File: config.mk
export PLATFORM = sky130hd
export DESIGN_NAME = nic_irq_ctrl
export DESIGN_NICKNAME = d
export VERILOG_FILES = /design/src/rtl/nic_irq_pkg.sv /design/src/rtl/nic_tally_edge.sv /design/src/rtl/nic_stat_bank.sv /design/src/rtl/nic_run_fsm.sv /design/src/rtl/nic_irq_ctrl.sv
export SDC_FILE = /design/constraint.sdc
export NUM_CORES = 1
export LEC_CHECK = 0
export ABC_AREA = 1
export BUFFER_PORTS_ARGS = -buffer_cell sky130_fd_sc_hd__buf_2
export CAP_MARGIN = 5
export CORE_MARGIN = 1.5
export CORE_UTILIZATION = 50
export DETAILED_ROUTE_END_ITERATION = 6
export PLACE_DENSITY_LB_ADDON = 0.25
export SLEW_MARGIN = 20
export SYNTH_ARGS = -nofsm -noshare
export SYNTH_HDL_FRONTEND = slang
export SYNTH_HIERARCHICAL = 1
export SYNTH_SLANG_ARGS = --single-unit
export TNS_END_PERCENT = 10
File: constraint.sdc
create_clock -name clk -period 1.83 [get_ports clk]
set_input_delay 0.0915 -clock clk [delete_from_list [all_inputs] [get_ports clk]]
set_output_delay 0.0915 -clock clk [all_outputs]
set_load 0.02 [all_outputs]
File: src/rtl/nic_irq_pkg.sv
package nic_irq_pkg;
    typedef enum logic [1:0] {
        ST_RUN   = 2'd0,
        ST_DRAIN = 2'd1,
        ST_OFF   = 2'd2
    } run_state_e;

    localparam int EV_W   = 7;
    localparam int STAT_W = EV_W + 1;

    localparam logic [1:0] SEL_CMD  = 2'd0;
    localparam logic [1:0] SEL_STAT = 2'd1;
    localparam logic [1:0] SEL_MASK = 2'd2;

    localparam int B_RX_OK = 0;
    localparam int B_TX_OK = 1;
    localparam int B_RX_ER = 2;
    localparam int B_TX_ER = 3;
    localparam int B_OVW   = 4;
    localparam int B_CNT   = 5;
    localparam int B_RDMA  = 6;
endpackage

File: src/rtl/nic_tally_edge.sv
module nic_tally_edge #(
    parameter int TALLY_N = 3
) (
    input  logic               clk,
    input  logic               rst_n,
    input  logic [TALLY_N-1:0] msb_in,
    output logic               any_rise
);
    logic [TALLY_N-1:0] prev_q;

    always_ff @(posedge clk or negedge rst_n) begin
        if (!rst_n) prev_q <= '0;
        else        prev_q <= msb_in;
    end

    assign any_rise = |(msb_in & ~prev_q);
endmodule

File: src/rtl/nic_stat_bank.sv
module nic_stat_bank
    import nic_irq_pkg::*;
(
    input  logic            clk,
    input  logic            rst_n,
    input  logic [EV_W-1:0] ev,
    input  logic            clr_wr,
    input  logic [EV_W-1:0] clr_data,
    input  logic            mask_wr,
    input  logic [EV_W-1:0] mask_data,
    input  logic            drained,
    output logic [EV_W-1:0] stat_lo,
    output logic [EV_W-1:0] mask,
    output logic            ovw_cause
);
    // One sticky bit per event; set beats write-one-to-clear.
    for (genvar i = 0; i < EV_W; i++) begin : g_bit
        always_ff @(posedge clk or negedge rst_n) begin
            if (!rst_n)                      stat_lo[i] <= 1'b0;
            else if (ev[i])                  stat_lo[i] <= 1'b1;
            else if (clr_wr && clr_data[i])  stat_lo[i] <= 1'b0;
        end
    end

    always_ff @(posedge clk or negedge rst_n) begin
        if (!rst_n)       mask <= '0;
        else if (mask_wr) mask <= mask_data;
    end

    always_ff @(posedge clk or negedge rst_n) begin
        if (!rst_n)             ovw_cause <= 1'b0;
        else if (ev[B_OVW])     ovw_cause <= 1'b1;
        else if (drained)       ovw_cause <= 1'b0;
    end
endmodule

File: src/rtl/nic_run_fsm.sv
module nic_run_fsm
    import nic_irq_pkg::*;
(
    input  logic       clk,
    input  logic       rst_n,
    input  logic       cmd_wr,
    input  logic       cmd_stop,
    input  logic       cmd_start,
    input  logic       busy,
    output logic       online,
    output logic       stop_cause,
    output logic [1:0] cmd_bits
);
    run_state_e state, nxt;
    logic       go;

    assign go = cmd_wr && cmd_start && !cmd_stop;

    always_comb begin
        nxt = state;
        unique case (state)
            ST_RUN:   if (cmd_wr && cmd_stop) nxt = ST_DRAIN;
            ST_DRAIN: begin
                if (go)         nxt = ST_RUN;
                else if (!busy) nxt = ST_OFF;
            end
            ST_OFF:   if (go) nxt = ST_RUN;
            default:  nxt = ST_OFF;
        endcase
    end

    always_ff @(posedge clk or negedge rst_n) begin
        if (!rst_n) state <= ST_OFF;
        else        state <= nxt;
    end

    always_ff @(posedge clk or negedge rst_n) begin
        if (!rst_n)      cmd_bits <= 2'b01;
        else if (cmd_wr) cmd_bits <= {cmd_start, cmd_stop};
    end

    always_comb begin
        online     = (state == ST_RUN);
        stop_cause = (state == ST_OFF);
    end
endmodule

File: src/rtl/nic_irq_ctrl.sv
module nic_irq_ctrl
    import nic_irq_pkg::*;
#(
    parameter int TALLY_N = 3
) (
    input  logic               clk,
    input  logic               rst_n,
    input  logic               host_wr,
    input  logic [1:0]         host_sel,
    input  logic [7:0]         host_wdata,
    output logic [7:0]         host_rdata,
    input  logic               ev_rx_ok,
    input  logic               ev_tx_ok,
    input  logic               ev_rx_err,
    input  logic               ev_tx_err,
    input  logic               ev_overwrite,
    input  logic [TALLY_N-1:0] tally_msb,
    input  logic               ev_rdma_done,
    input  logic               busy,
    input  logic               ring_drained,
    output logic               online,
    output logic               irq
);
    logic [EV_W-1:0] ev, stat_lo, mask;
    logic            cnt_rise, ovw_cause, stop_cause, rst_bit, irq_q;
    logic [1:0]      cmd_bits;

    nic_tally_edge #(.TALLY_N(TALLY_N)) u_edge (
        .clk(clk), .rst_n(rst_n), .msb_in(tally_msb), .any_rise(cnt_rise)
    );

    always_comb begin
        ev          = '0;
        ev[B_RX_OK] = ev_rx_ok;
        ev[B_TX_OK] = ev_tx_ok;
        ev[B_RX_ER] = ev_rx_err;
        ev[B_TX_ER] = ev_tx_err;
        ev[B_OVW]   = ev_overwrite;
        ev[B_CNT]   = cnt_rise;
        ev[B_RDMA]  = ev_rdma_done;
    end

    nic_stat_bank u_bank (
        .clk(clk), .rst_n(rst_n), .ev(ev),
        .clr_wr(host_wr && host_sel == SEL_STAT), .clr_data(host_wdata[EV_W-1:0]),
        .mask_wr(host_wr && host_sel == SEL_MASK), .mask_data(host_wdata[EV_W-1:0]),
        .drained(ring_drained), .stat_lo(stat_lo), .mask(mask), .ovw_cause(ovw_cause)
    );

    nic_run_fsm u_fsm (
        .clk(clk), .rst_n(rst_n),
        .cmd_wr(host_wr && host_sel == SEL_CMD),
        .cmd_stop(host_wdata[0]), .cmd_start(host_wdata[1]),
        .busy(busy), .online(online), .stop_cause(stop_cause), .cmd_bits(cmd_bits)
    );

    assign rst_bit = stop_cause | ovw_cause;

    always_comb begin
        unique case (host_sel)
            SEL_CMD:  host_rdata = {6'b0, cmd_bits};
            SEL_STAT: host_rdata = {rst_bit, stat_lo};
            SEL_MASK: host_rdata = {1'b0, mask};
            default:  host_rdata = 8'h00;
        endcase
    end

    always_ff @(posedge clk or negedge rst_n) begin
        if (!rst_n) irq_q <= 1'b0;
        else        irq_q <= |(stat_lo & mask);
    end
    assign irq = irq_q;
endmodule

* After elaboration in Yosys (flattened, before gate mapping)
Index checks and enable logic that the tools add are counted.
Cells by class: reduce and logical (&&, ||, !) cells 27, equal/unequal tests 7, muxes and demuxes 22, bitwise operators 4
Operators by type and width (count):
- $pmux 8 s3 | 1
- $mux 1 | 16
- $reduce_bool 2->1 | 8
- $logic_and 1x1->1 | 13
- $mux 2 | 4
- $and 7x7->7 | 1
- $reduce_or 7->1 | 1
- $pmux 2 s3 | 1
- $eq 2x1->1 const B | 2
- $eq 2x2->1 const B | 2
- $logic_not 2->1 | 2
- $ne 2x1->1 const B | 2
- $and 3x3->3 | 1
- $ne 3x2->1 const B | 1
- $not 3->3 | 1
- $reduce_and 3->1 | 1
- $reduce_or 3->1 | 1
- $logic_not 1->1 | 1
- $or 1x1->1 | 1
Word-level totals: bits of input ports 24, bits in registers 23, logic and storage cells 73, output and inout bits 10

* Longest topological paths before layout
depth after elaboration 6, mapped depth 7, depth with buffers taken out 7

* Hierarchy
The synthesis kept the hierarchy.
By module, submodules not included:
- nic_stat_bank | seq. area each 375.4 µm², cells each 67, area each 599.3 µm², times used 1
- nic_irq_ctrl | seq. area each 25.0 µm², cells each 50, area each 240.2 µm², times used 1
- nic_run_fsm | seq. area each 102.6 µm², cells each 32, area each 216.5 µm², times used 1
- nic_tally_edge | seq. area each 75.1 µm², cells each 10, area each 102.6 µm², times used 1

* Least setup slack after synthesis
Ideal clock, no wire load.
path type register to register, start point reg u_fsm.state[0], end point reg u_fsm.state[0], data arrival time 993 ps, setup time 118 ps, path buffers 0, clock period less this slack 1110 ps, data required time 1712 ps, slack 720 ps, cell stages (with the launch flop) 5, cell sequence dfrtp_1 -> nor2_1 -> nand2_1 -> nand3_1 -> nand2_1
On the way: cells in the longest elaborated chain, start to end 3, elaborated cells between the ends (all ways) 8, classes of those cells eq/ne (5); mux (1); reduce/logical (2)
Ends and longest elaborated chain:
- start: declaration | line nic_run_fsm.sv:14 | run_state_e state, nxt;
- start signal: assignment | line nic_run_fsm.sv:34 | else state <= nxt;
- $logic_not 2->1 (*)
- net online | line nic_irq_ctrl.sv:21 | output logic online,
- $ne 2x1->1 (no line)
- $reduce_and 3->1 (no line)
Mark *: on every way through the listed nets, which the timed path passes. The rest lies on a longest branch. A chain may end at the register's enable or synchronous reset.

* Final worst setup path
start point reg u_fsm.state[1], end point out host_rdata[7]
On the way: cells in the longest elaborated chain, start to end 3
Ends and longest elaborated chain:
- $eq 2x2->1 | line nic_run_fsm.sv:44 | stop_cause = (state == ST_OFF);
- net stop_cause | line nic_irq_ctrl.sv:25 | logic cnt_rise, ovw_cause, stop_cause, rst_bit, irq_q;
- $or 1x1->1 | line nic_irq_ctrl.sv:57 | assign rst_bit = stop_cause | ovw_cause;
- $pmux 8 s3 | line nic_irq_ctrl.sv:60 | unique case (host_sel)
- end: declaration | line nic_irq_ctrl.sv:11 | output logic [7:0] host_rdata,
The timed path passes the listed nets, and every way through them passes these cells.

==> metrics.md <==
| Metric | Value |
|---|---|
| Status | finished clean |
| RSZ-0062 raised after global routing | false |
| # Post-CTS Setup Buffers | 0 |
| Via/cell ratio | 4.85 |
| Io pins | 34 |
| CP dominant cell by count | nor2_1 |
| Mux cell area share after synthesis | 0% |
| Max-Cap Viols | 0 |
| Pin count of the biggest net entering global routing | 24 |
| Startpoint Class | flip-flop |
| DRT antenna net count | 0 |
| Core area | 2190 um2 |
| Mapped Cells | around 160 |
| Post-Synth XOR/XNOR Area | 0% |
| Clock skew | 0.000580 ns |
| Distinct cells, synth | 13 |
| Starting Density | a little over half |
| Seq/Total Area, Yosys | 49.9% |
| Global route overflow | 0 |
| Worst Tran Pin Value | 0.554 ns |
| Avg WL per Cell | 11.1 um |
| Crit share post-route | 78.6% |
| Combinational family with the most area after synthesis | simple AND/OR/NAND/NOR gates |
| GRT Overall Usage | 23.1% |
| Share of cells above drive strength 1 | 21.8% |
| DRC viols | 0 |
| Warnings, synthesis | 6 |
| WS Path Type | reg2out |
| Antenna Cells | 0 |
| Final Core Density | a little over two thirds |
| DP Area | 1350 um2 |
| Initial antenna violation count | 0 |
| Overall power | 1.26 mW |
| Detailed-router iteration count before antenna repair | 4 |
| Synth Register Bits | 23 |
| Max incr delay on CP | 0.60 ns |
| Clock H-tree levels | 1 |
| Nets | 236 |
| Design Area, Final | roughly 1500 um2 |
| Min Tclk post-route | 1.44 ns |
| TritonCTS clock tree | yes |
| VDD IR-drop max | 0.000634 V |
| Clk slew on worst S/H paths | 0.13 ns |
| Routability Congestion | 0.781 |
| First-pass GRT wire length | between 4 and 5 mm |
| Slowest-stage cell, CP | dfstp_2 |
| Clock latency on the worst-skew pair | 0.30 ns |
| Vias in the first global route | roughly 1100 |
| # rows | 17 |
| DP Wirelength | 1.84 mm |
| Initial drt markers | 19 |
| Hold Fails Final Rpt | 0 |
| Fmax | 695 MHz |
| Max Slew Vio Count | 0 |
| Crit path cell chain | nand2_1 > inv_1 > nor2_1 > nor2_1 > buf_2 |
| WL final | around 2.7 mm |
| Hold slack final | 0.0292 ns |
| CP Capture Type | output pin |
| Avg Inst Size Synth | 7.29 um2 |
| CP arrival | about 1.4 ns |
| Static Leakage | between 0.8 and 0.9 nW |
| TritonCTS Buffers | 3 |
| Setup violators final | 0 |
| DR vias | approximately 1200 |
| Worst min path class | in2reg |
| Worst Path Required | 1.74 ns |
| Number of port buffers | 32 |
| Post-synthesis compound-gate area fraction | 4.43% |
| Fin Setup TNS | 0 ns |
| Die Span Y | about 51 um |
| Full die area | roughly 2600 um2 |
| CTS sink count | 23 |
| Post-Synth Simple-Gate Area | between 30% and 40% |
| Adder-cell share of the synthesized area | 0% |
| Number of gates resized after cts | 0 |
| Synth Cell Area | around 1200 um2 |
| Power per cell area | 819 nW/um2 |
| Syn nets | 183 |
| CTS Root Buffer Type | clkbuf_4 |
| Worst Path Max Fanout | 5 |
| Die W | 51.1 um |
| Filler cells | 193 |
| Slew HR | between 60% and 70% |
| CTS Buffer Depth | 2 |
| Area grow syn2layout | 32.4% |
## what timing repair did
action / CTS / global route
hold endpoints to repair: 35 / 0
endpoints found under the setup margin: 0 / 0
hold buffers: 16 / 0
## sequential cells by signal, indices dropped and copies added (netlist names)
name	flops
u_edge/prev_q	3
irq	1
u_fsm/state	2
u_bank/mask	7
u_bank/ovw_cause	1
u_fsm/cmd_bits	2
u_bank/stat_lo	7
## where the power goes
part / switching [mW] / total, mW / internal [mW]
Sequential: 0.0545 / 0.636 / 0.582
Clock: 0.152 / 0.234 / 0.0815
Combinational: 0.237 / 0.387 / 0.150
## Yosys cell counts
master	count	area (um2)
o21ai_2	3	26.3
dfrtp_1	21	526
nor2_1	7	26.3
buf_6	2	22.5
nor2_2	1	6.26
inv_2	1	3.75
nor2_4	1	11.3
nor3_1	2	10.0
dfstp_2	2	52.6
nand2_1	71	267
o21ai_0	5	25.0
nand3_1	17	85.1
inv_1	26	97.6
## worst paths after layout
kind	to	start	depth (start not counted)	slack, ns
min in group asynchronous	u_bank/mask[6]	rst_n	2	0.27
worst max register to register	u_bank/ovw_cause	u_bank/ovw_cause	3	0.65
worst min-delay path	u_fsm/cmd_bits[1]	host_wdata[1]	3	0.03
worst min register to register	u_fsm/cmd_bits[0]	u_fsm/cmd_bits[0]	2	0.48
max in group asynchronous	u_fsm/cmd_bits[0]	rst_n	2	1.19
worst max-delay path	host_rdata[7]	u_fsm/state[1]	5	0.39
## logic make-up after synthesis
group	Yosys count
simple gates	99
buf+inv	29
flops	23
compound gates	8
## final cells by class
| type | count | area (um2) | share of cell area [%] |
|---|---|---|---|
| Clock buffer | 3 | 22.5 | 1.47 |
| Tap cell | 28 | 35.0 | 2.28 |
| Clock inverter | 1 | 5.00 | 0.326 |
| Multi-Input combinational cell | 107 | 457 | 29.8 |
| Sequential cell | 23 | 578 | 37.7 |
| Timing Repair Buffer | 50 | 335 | 21.9 |
| Inverter | 27 | 101 | 6.61 |
## metrics by stage
step | setup slack (ns) | cells
6_report | 0.392 | 239
5_1_grt | 0.280 | 239
4_1_cts | 0.384 | 239
3_5_place_dp | 0.524 | 219
3_3_place_gp | 0.535 | 219
2_1_floorplan | 0.720 | 159
## routing by layer
layer	vias to the layer above	share of wire [%]	global-route usage [%]
met5	-	0	0
met4	0	0.94	9.91
met3	2	4.7	4.09
met2	37	51	42.4
met1	531	43	26.0
li1	588	-	-
## critical path, delay by kind of cell, from the launching register on
kind	cells	cell delay [ns]
and+or+nand+nor	3	0.20
DFF	1	0.60
buffers and inverters	2	0.24
## layout by cell type (no fill, tap or decap), drive strengths merged
cell         count
clkbuf           3
clkinv           1
inv             27
dlygate4sd3     16
dfrtp           21
nand2           71
nand3           17
buf             34
nor2             9
o21ai            8
dfstp            2
nor3             2
Note: power is estimated with default switching activity, not from simulation.
